===== config.mk =====
export PLATFORM = sky130hd
export DESIGN_NAME = slp_wake_seq
export DESIGN_NICKNAME = d
export VERILOG_FILES = /design/src/rtl/slp_wake_pkg.sv /design/src/rtl/slp_wake_qphase.sv /design/src/rtl/slp_wake_ostc.sv /design/src/rtl/slp_wake_flag.sv /design/src/rtl/slp_wake_seq.sv
export SDC_FILE = /design/constraint.sdc
export NUM_CORES = 1
export LEC_CHECK = 0
export BUFFER_PORTS_ARGS = -buffer_cell sky130_fd_sc_hd__buf_2
export CORE_ASPECT_RATIO = 1.25
export CORE_UTILIZATION = 45
export CTS_CLUSTER_DIAMETER = 60
export DETAILED_ROUTE_END_ITERATION = 16
export PLACE_DENSITY = 0.71
export RECOVER_POWER = 50
export SLEW_MARGIN = 20
export SYNTH_ARGS = -nofsm -noshare
export SYNTH_HDL_FRONTEND = slang
export SYNTH_SLANG_ARGS = --single-unit

===== constraint.sdc =====
create_clock -name clk -period 2.75 [get_ports clk]
set_clock_uncertainty 0.1 [all_clocks]
set_input_delay 0.275 -clock clk [delete_from_list [all_inputs] [get_ports clk]]
set_output_delay 0.275 -clock clk [all_outputs]
set_load 0.1 [all_outputs]

===== src/rtl/slp_wake_pkg.sv =====
package slp_wake_pkg;
  typedef enum logic [2:0] {
    ST_RUN   = 3'd0,
    ST_SLEEP = 3'd1,
    ST_WAIT  = 3'd2,
    ST_DUMMY = 3'd3,
    ST_VECT  = 3'd4
  } seq_state_t;

  localparam logic [1:0] OSC_RCEC = 2'b11;

  function automatic logic mode_needs_wait(input logic [1:0] mode);
    return mode != OSC_RCEC;
  endfunction
endpackage


===== src/rtl/slp_wake_qphase.sv =====
module slp_wake_qphase #(
  parameter int PHASES = 4,
  localparam int PW = $clog2(PHASES)
) (
  input  logic          clk,
  input  logic          rst_n,
  output logic [PW-1:0] phase,
  output logic          cyc_end
);
  assign cyc_end = (phase == PW'(PHASES - 1));

  always_ff @(posedge clk or negedge rst_n) begin
    if (!rst_n)       phase <= '0;
    else if (cyc_end) phase <= '0;
    else              phase <= phase + 1'b1;
  end

  // after the last quarter phase the count starts over at Q1
  p_phase_wrap_r2: assert property (@(posedge clk) disable iff (!rst_n)
    cyc_end |=> (phase == '0));
endmodule


===== src/rtl/slp_wake_ostc.sv =====
module slp_wake_ostc #(
  parameter int CW = 10
) (
  input  logic clk,
  input  logic rst_n,
  input  logic run,
  output logic done
);
  logic [CW-1:0] count;

  always_ff @(posedge clk or negedge rst_n) begin
    if (!rst_n)   count <= '0;
    else if (run) count <= count + 1'b1;
    else          count <= '0;
  end

  assign done = run && (count == {CW{1'b1}});

  // while the wait runs the count only steps forward, never restarts
  p_no_restart_r10: assert property (@(posedge clk) disable iff (!rst_n)
    (run && $past(run)) |-> (count == CW'($past(count) + 1'b1)));
endmodule


===== src/rtl/slp_wake_flag.sv =====
module slp_wake_flag (
  input  logic clk,
  input  logic rst_n,
  input  logic pin,
  input  logic clr,
  output logic flag
);
  logic pin_q;
  logic rise;

  assign rise = pin && !pin_q;

  always_ff @(posedge clk or negedge rst_n) begin
    if (!rst_n) begin
      pin_q <= 1'b0;
      flag  <= 1'b0;
    end else begin
      pin_q <= pin;
      if (rise)     flag <= 1'b1;
      else if (clr) flag <= 1'b0;
    end
  end

  // nothing but the clear input drops the flag
  p_flag_sticky_r9: assert property (@(posedge clk) disable iff (!rst_n)
    (flag && !clr) |=> flag);
endmodule


===== src/rtl/slp_wake_seq.sv =====
module slp_wake_seq #(
  parameter int              ADDR_W = 16,
  parameter logic [ADDR_W-1:0] VECTOR = 16'h0008,
  parameter int              OST_W  = 10,
  parameter int              PHASES = 4,
  localparam int             PW     = $clog2(PHASES)
) (
  input  logic              clk,
  input  logic              rst_n,
  input  logic              sleep_req,
  input  logic              int_pin,
  input  logic              gie,
  input  logic [1:0]        osc_mode,
  input  logic              flag_clr,
  output logic              core_clk_en,
  output logic              int_flag,
  output logic              pc_load,
  output logic [ADDR_W-1:0] pc_target,
  output logic              dummy_cycle
);
  import slp_wake_pkg::*;

  seq_state_t    state, state_nx;
  logic [PW-1:0] phase;
  logic          cyc_end;
  logic          ost_done;

  slp_wake_qphase #(.PHASES(PHASES)) u_qph (
    .clk(clk), .rst_n(rst_n), .phase(phase), .cyc_end(cyc_end));

  slp_wake_ostc #(.CW(OST_W)) u_ost (
    .clk(clk), .rst_n(rst_n), .run(state == ST_WAIT), .done(ost_done));

  slp_wake_flag u_flag (
    .clk(clk), .rst_n(rst_n), .pin(int_pin), .clr(flag_clr), .flag(int_flag));

  always_comb begin
    state_nx = state;
    if (cyc_end) begin
      unique case (state)
        ST_RUN:   if (sleep_req) state_nx = ST_SLEEP;
        ST_SLEEP: if (int_flag) begin
                    if (mode_needs_wait(osc_mode)) state_nx = ST_WAIT;
                    else                           state_nx = gie ? ST_DUMMY : ST_RUN;
                  end
        ST_WAIT:  if (ost_done) state_nx = gie ? ST_DUMMY : ST_RUN;
        ST_DUMMY: state_nx = ST_VECT;
        ST_VECT:  state_nx = ST_RUN;
        default:  state_nx = ST_RUN;
      endcase
    end
  end

  always_ff @(posedge clk or negedge rst_n) begin
    if (!rst_n) state <= ST_RUN;
    else        state <= state_nx;
  end

  assign core_clk_en = (state != ST_SLEEP) && (state != ST_WAIT);
  assign dummy_cycle = (state == ST_DUMMY);
  assign pc_load     = (state == ST_VECT);
  assign pc_target   = pc_load ? VECTOR : '0;

  // state moves only on the edge closing Q4
  p_state_on_boundary_r2: assert property (@(posedge clk) disable iff (!rst_n)
    !$stable(state) |-> ($past(phase) == PW'(PHASES - 1)));

  // leaving sleep requires the interrupt flag
  p_wake_needs_flag_r4: assert property (@(posedge clk) disable iff (!rst_n)
    ($past(state) == ST_SLEEP && state != ST_SLEEP) |-> $past(int_flag));

  // the start-up count ends exactly on an instruction-cycle boundary
  p_done_on_boundary_r5: assert property (@(posedge clk) disable iff (!rst_n)
    ost_done |-> cyc_end);

  // the vector load always follows a dummy cycle
  p_vector_after_dummy_r7: assert property (@(posedge clk) disable iff (!rst_n)
    $rose(pc_load) |-> $past(dummy_cycle));
endmodule


Word level (Yosys, flattened, before mapping)
Cells that the tools add are included.
{ "classes": {"add_sub_neg": 2, "eq_ne": 12, "mux": 11, "n_reduce_logical": 7} }
{ "ops": {"columns": ["cell", "count"], "rows": [
  ["3-bit case mux with 4 select lines", 1],
  ["10-bit by 1-bit adder with 10-bit output (second input constant)", 1],
  ["10-bit equality test (second input constant)", 1],
  ["10-bit 2-to-1 mux", 1],
  ["3-bit 2-to-1 mux", 3],
  ["3-bit by 2-bit equality test with 1-bit output (second input constant)", 2],
  ["2-bit 2-to-1 mux", 3],
  ["2-bit inequality test (second input constant)", 3],
  ["4-bit 2-to-1 mux", 1],
  ["4-bit AND reduction", 1],
  ["3-bit by 1-bit equality test with 1-bit output (second input constant)", 1],
  ["3-bit equality test (second input constant)", 1],
  ["1-bit logical AND", 3],
  ["3-bit logical NOT", 1],
  ["3-bit by 1-bit inequality test with 1-bit output (second input constant)", 1],
  ["3-bit by 2-bit inequality test with 1-bit output (second input constant)", 1],
  ["2-bit by 1-bit adder with 2-bit output (second input constant)", 1],
  ["2-bit equality test (second input constant)", 1],
  ["1-bit 2-to-1 mux", 2],
  ["2-bit by 1-bit inequality test with 1-bit output (second input constant)", 1],
  ["2-bit nonzero test", 1],
  ["1-bit logical NOT", 1]
]} }
{ "word_totals": {"regBits": 17, "input_bits": 8, "wordCells": 37} }

Longest topological paths before layout
{ "depth": {"word_depth": 4, "ltp_mapped": 4} }

Modules after synthesis
A second synthesis with hierarchy kept.
{ "hier_totals": {"cells_unflattened": 100, "area_unflattened_um2": 967.2} }
{ "by_module_without_submodules": {"columns": ["mod", "instances", "cells_per_inst", "area_each_um2"], "rows": [
  ["slp_wake_ostc", 1, 47, 471.7],
  ["slp_wake_seq", 1, 44, 359.1],
  ["slp_wake_flag", 1, 5, 70.1],
  ["slp_wake_qphase", 1, 4, 66.3]
]} }

Least setup slack after synthesis
No wires, ideal clock.
{ "synth_timing": {"kind": "register to output", "startpoint": "register state[1]", "endpoint": "output pc_target[3]", "t_arrival_ps": 1815, "required_ps": 2375, "path_slack_ps": 560, "stages_incl_launch_ff": 5, "n_path_buf": 2, "path_cell_list": "dfrtp_1 buf_2 nor2_1 and2_1 buf_4"} }
{ "synth_between": {"elab_chain_len": 2} }
{ "synth_lines": {"columns": ["element", "line", "rtl"], "rows": [
  ["start, declared", "slp_wake_seq.sv:23", "seq_state_t state, state_nx;"],
  ["start signal, assigned", "slp_wake_seq.sv:56", "else state <= state_nx;"],
  ["3-bit equality test", "slp_wake_seq.sv:61", "assign pc_load = (state == ST_VECT);"],
  ["net pc_load", "slp_wake_seq.sv:17", "output logic pc_load,"],
  ["4-bit 2-to-1 mux", "slp_wake_seq.sv:62", "assign pc_target = pc_load ? VECTOR : '0;"],
  ["end, declared", "slp_wake_seq.sv:18", "output logic [ADDR_W-1:0] pc_target,"]
]} }
The timed path passes the listed nets, and every way through them passes these cells.

Final worst setup path
{ "layout_timing": {"startpoint": "register state[1]", "endpoint": "output pc_target[3]"} }
{ "layout_between": {"elab_chain_len": 2} }
{ "layout_lines": {"columns": ["element", "line"], "rows": [
  ["3-bit equality test", "slp_wake_seq.sv:61"],
  ["4-bit 2-to-1 mux", "slp_wake_seq.sv:62"]
]} }
Every way passes these cells.

==> run_summary.xml <==
<?xml version="1.0" encoding="UTF-8"?>
<metrics>
  <group name="floorplan">
    <metric name="floorplan.die_area" unit="um^2">2366</metric>
    <metric name="dieWidth" unit="um">43.71</metric>
    <metric name="floorplan.die.height" unit="um">54.14</metric>
    <metric name="row_count" unit="">18</metric>
    <metric name="pin_count" unit="">28</metric>
    <metric name="starting_utilization_of_the_core_area" unit="">0.4881</metric>
    <metric name="coreArea" unit="um^2">2004</metric>
  </group>
  <group name="place">
    <metric name="post-dp-hpwl" unit="um">1170</metric>
    <metric name="global_placement_routability_congestion" unit="">0.7159</metric>
    <metric name="placement.cell_area" unit="um^2">980.9</metric>
    <metric name="placement.io_buffers" unit="">12</metric>
  </group>
  <group name="worst_hold_path">
    <metric name="hp-class" unit="">in2reg</metric>
  </group>
  <group name="route">
    <metric name="wire_per_inst" unit="um">11.20</metric>
    <metric name="vias_per_cell" unit="">5.185</metric>
    <metric name="post_route_ant_nets" unit="">0</metric>
    <metric name="remaining_drc_errors" unit="">1</metric>
    <metric name="wirelength" unit="um">1512</metric>
    <metric name="num_vias" unit="">700</metric>
    <metric name="detail_route.first_pass.iterations" unit="">10</metric>
    <metric name="drt-initial-drc-count" unit="">11</metric>
  </group>
  <group name="synth">
    <metric name="share_of_async_settable_or_async_resettable_flops_after_synthesis" unit="">1.000</metric>
    <metric name="post_synth_edffs" unit="">0</metric>
    <metric name="seq_area_frac_synth" unit="">0.4348</metric>
    <metric name="synthDistinctLibCells" unit="">34</metric>
    <metric name="post-synth-top-count-cell" unit="">sky130_fd_sc_hd__dfrtp_1</metric>
    <metric name="netlist.top_cell.by_area" unit="">sky130_fd_sc_hd__dfrtp_1</metric>
    <metric name="synth.ff_latch_count" unit="">17</metric>
    <metric name="synthTopCellsByArea" unit="">sky130_fd_sc_hd__dfrtp_1 43%, sky130_fd_sc_hd__buf_4 12%, sky130_fd_sc_hd__a21oi_1 3.1%</metric>
    <metric name="netlist_top_cells_count" unit="">17 x sky130_fd_sc_hd__dfrtp_1, 16 x sky130_fd_sc_hd__buf_4, 7 x sky130_fd_sc_hd__nor2_1</metric>
    <metric name="synth_area" unit="um^2">978.4</metric>
    <metric name="synth-warning-count" unit="">0</metric>
    <metric name="ys_dominant_reg_cell" unit="">sky130_fd_sc_hd__dfrtp_1</metric>
    <metric name="synth_area_per_cell" unit="um^2">9.593</metric>
    <metric name="synth_top_cell_area_share" unit="">0.4348</metric>
    <metric name="postSynthCellCount" unit="">102</metric>
  </group>
  <group name="sta">
    <metric name="finalMaxSlewViolations" unit="">0</metric>
    <metric name="finalCriticalPeriod" unit="ns">1.872</metric>
    <metric name="final_hold_viol_count" unit="">0</metric>
    <metric name="timing.fmax" unit="MHz">534.3</metric>
    <metric name="report.final.setup_viol" unit="">0</metric>
    <metric name="timing_worst_slew_pin_value" unit="ns">0.8851</metric>
    <metric name="final_min_period_over_clock_period" unit="">0.6806</metric>
    <metric name="relSlewSlack" unit="">0.4099</metric>
    <metric name="finalSetupTns" unit="ns">0</metric>
    <metric name="grt_setup_unrepaired" unit="">no</metric>
  </group>
  <group name="clock_tree">
    <metric name="ctsHtreeMaxLevel" unit="">1</metric>
    <metric name="numClockSinks" unit="">17</metric>
    <metric name="worstSkewPairLatency" unit="ns">0.29</metric>
    <metric name="post_cts_hold_buffer_count" unit="">2</metric>
    <metric name="clk_pin_slew_worst_paths" unit="ns">0.09</metric>
    <metric name="cts_made_buffers" unit="">3</metric>
    <metric name="cts_tree" unit="">yes</metric>
    <metric name="cts_setup_buffers" unit="">0</metric>
    <metric name="cts-resized-gates" unit="">0</metric>
    <metric name="cts-root-buf" unit="">sky130_fd_sc_hd__clkbuf_4</metric>
    <metric name="cts-root-to-sink-buffers" unit="">2</metric>
  </group>
  <group name="pwr">
    <metric name="power.density" unit="nW/um^2">902.5</metric>
    <metric name="irDropWorstVdd" unit="V">0.0005320</metric>
    <metric name="cellLeakagePower" unit="uW">0.0005072</metric>
  </group>
  <group name="grt">
    <metric name="grt_pass1_vias" unit="">580</metric>
    <metric name="number_of_antenna_violations_at_the_first_check_in_global_routing" unit="">0</metric>
    <metric name="maximum_number_of_pins_on_one_net_before_global_route_repair" unit="">18</metric>
    <metric name="grt_pass1_wl" unit="um">2415</metric>
    <metric name="grt_util_all_layers" unit="">0.1404</metric>
    <metric name="grt_overflow_total" unit="">0</metric>
  </group>
  <group name="cells_and_area">
    <metric name="antenna_cells" unit="">0</metric>
    <metric name="drive_gt1_frac" unit="">0.1739</metric>
    <metric name="stdcell_area" unit="um^2">1026</metric>
    <metric name="final_nets" unit="">126</metric>
    <metric name="area_delta_synth_final" unit="%">4.859</metric>
  </group>
  <group name="setup_path">
    <metric name="end_kind" unit="">output pin</metric>
    <metric name="critical_path.max_fanout" unit="">9</metric>
    <metric name="required" unit="ns">2.38</metric>
    <metric name="arrival" unit="ns">1.50</metric>
    <metric name="setup.worst_path.start_class" unit="">register</metric>
    <metric name="criticalPathCategory" unit="">reg2out</metric>
  </group>
  <group name="outcome">
    <metric name="violations" unit="">design-rule violations</metric>
    <metric name="status" unit="">complete, but fails checks</metric>
  </group>
  <group name="job">
    <metric name="cap_viol_max_count" unit="">0</metric>
  </group>
</metrics>
-- area by class of cell --
cell class	instances	area (um^2)
Fill cell	191	978.4
Multi-Input combinational cell	74	447.9
Clock buffer	4	26.28
Inverter	6	22.52
Timing Repair Buffer	14	78.83
Tap cell	20	25.02
Sequential cell	17	425.4
-- critical path: stages, from the launching register on --
cell	delay, ns
sky130_fd_sc_hd__dfrtp_1	0.47
sky130_fd_sc_hd__nor2_1	0.16
sky130_fd_sc_hd__and2_1	0.15
sky130_fd_sc_hd__buf_2	0.42
-- path summary, 6_finish.rpt --
kind / slack, ns / end / cells after the start / start
hold reg to reg: 0.33 / u_qph.phase[0]$_DFF_PN0_ / 1 / u_qph.phase[0]$_DFF_PN0_
hold / removal: 0.06 / u_flag.flag$_DFFE_PN0P_ / 2 / flag_clr
setup reg to reg: 1.17 / state[0]$_DFFE_PN0P_ / 3 / state[1]$_DFFE_PN0P_
setup / recovery: 0.88 / pc_target[3] / 3 / state[1]$_DFFE_PN0P_
min in group asynchronous: 0.51 / u_ost.count[5]$_DFF_PN0_ / 2 / rst_n
max in group asynchronous: 1.50 / u_ost.count[1]$_DFF_PN0_ / 2 / rst_n
-- placed cells by master (no fill, tap or decap), drive strengths merged, types with 2 or more instances in the layout --
cell | netlist | layout
dfrtp | 17 | 17
conb | 1 | 15
buf | 18 | 11
nor2 | 7 | 7
inv | 6 | 6
o21ai | 6 | 6
a21oi | 6 | 6
clkbuf | 1 | 5
nand3 | 4 | 4
o31ai | 3 | 3
nor2b | 3 | 3
or3 | 3 | 3
xnor2 | 2 | 2
xor2 | 2 | 2
and2 | 2 | 2
nand2 | 2 | 2
mux2 | 2 | 2
nor3 | 2 | 2
ha | 2 | 2
dlygate4sd3 | 0 | 2
nand4 | 2 | 2
-- stage by stage --
stage	setup WS, ns	power (uW)	util	hold WS (ns)	instances
final	0.8785	925.9	0.5119	0.05565	135
after global routing	0.7680	977.1	0.5119	0.07404	135
after CTS	0.8593	934.6	0.5125	0.05143	135
after detailed placement	1.169	800.5	0.4894	0.1130	129
after global placement	1.202	793.9	0.4894	0.1134	129
after floorplan	0.5597	761.2	-	-0.1206	116
-- flip-flops by register name, indices dropped and copies added (netlist names) --
register and count:
u_flag.flag 1, state 3, u_qph.phase 2, u_ost.count 10, u_flag.pin_q 1
-- logic make-up after synthesis --
| family | after synthesis | synth area share |
|---|---|---|
| and+or+nand+nor | 32 | 0.1970 |
| buffers and inverters | 25 | 0.1611 |
| AOI/OAI and AO/OA | 19 | 0.1189 |
| DFF | 17 | 0.4348 |
| xor gates and xnor gates | 4 | 0.03581 |
| adders and majority gates | 2 | 0.02557 |
| muxes | 2 | 0.02302 |
| other | 1 | 0.003833 |
-- report_power, final --
group	switching, uW	total, uW	internal, uW	leakage, uW
Clock	74.5	131	56.5	0.0000150
Sequential	67.6	367	299	0.000217
Combinational	327	428	101	0.000275
Total	469	926	457	0.000507
-- layer usage --
metal / global-route usage / vias up / routed length (um)
li1: - / 349 / -
met1: 0.1799 / 331 / 680
met2: 0.2189 / 15 / 751
met3: 0.03020 / 5 / 51
met4: 0.07813 / 0 / 29
met5: 0 / - / 0
Note: power is estimated with default switching activity, not from simulation.
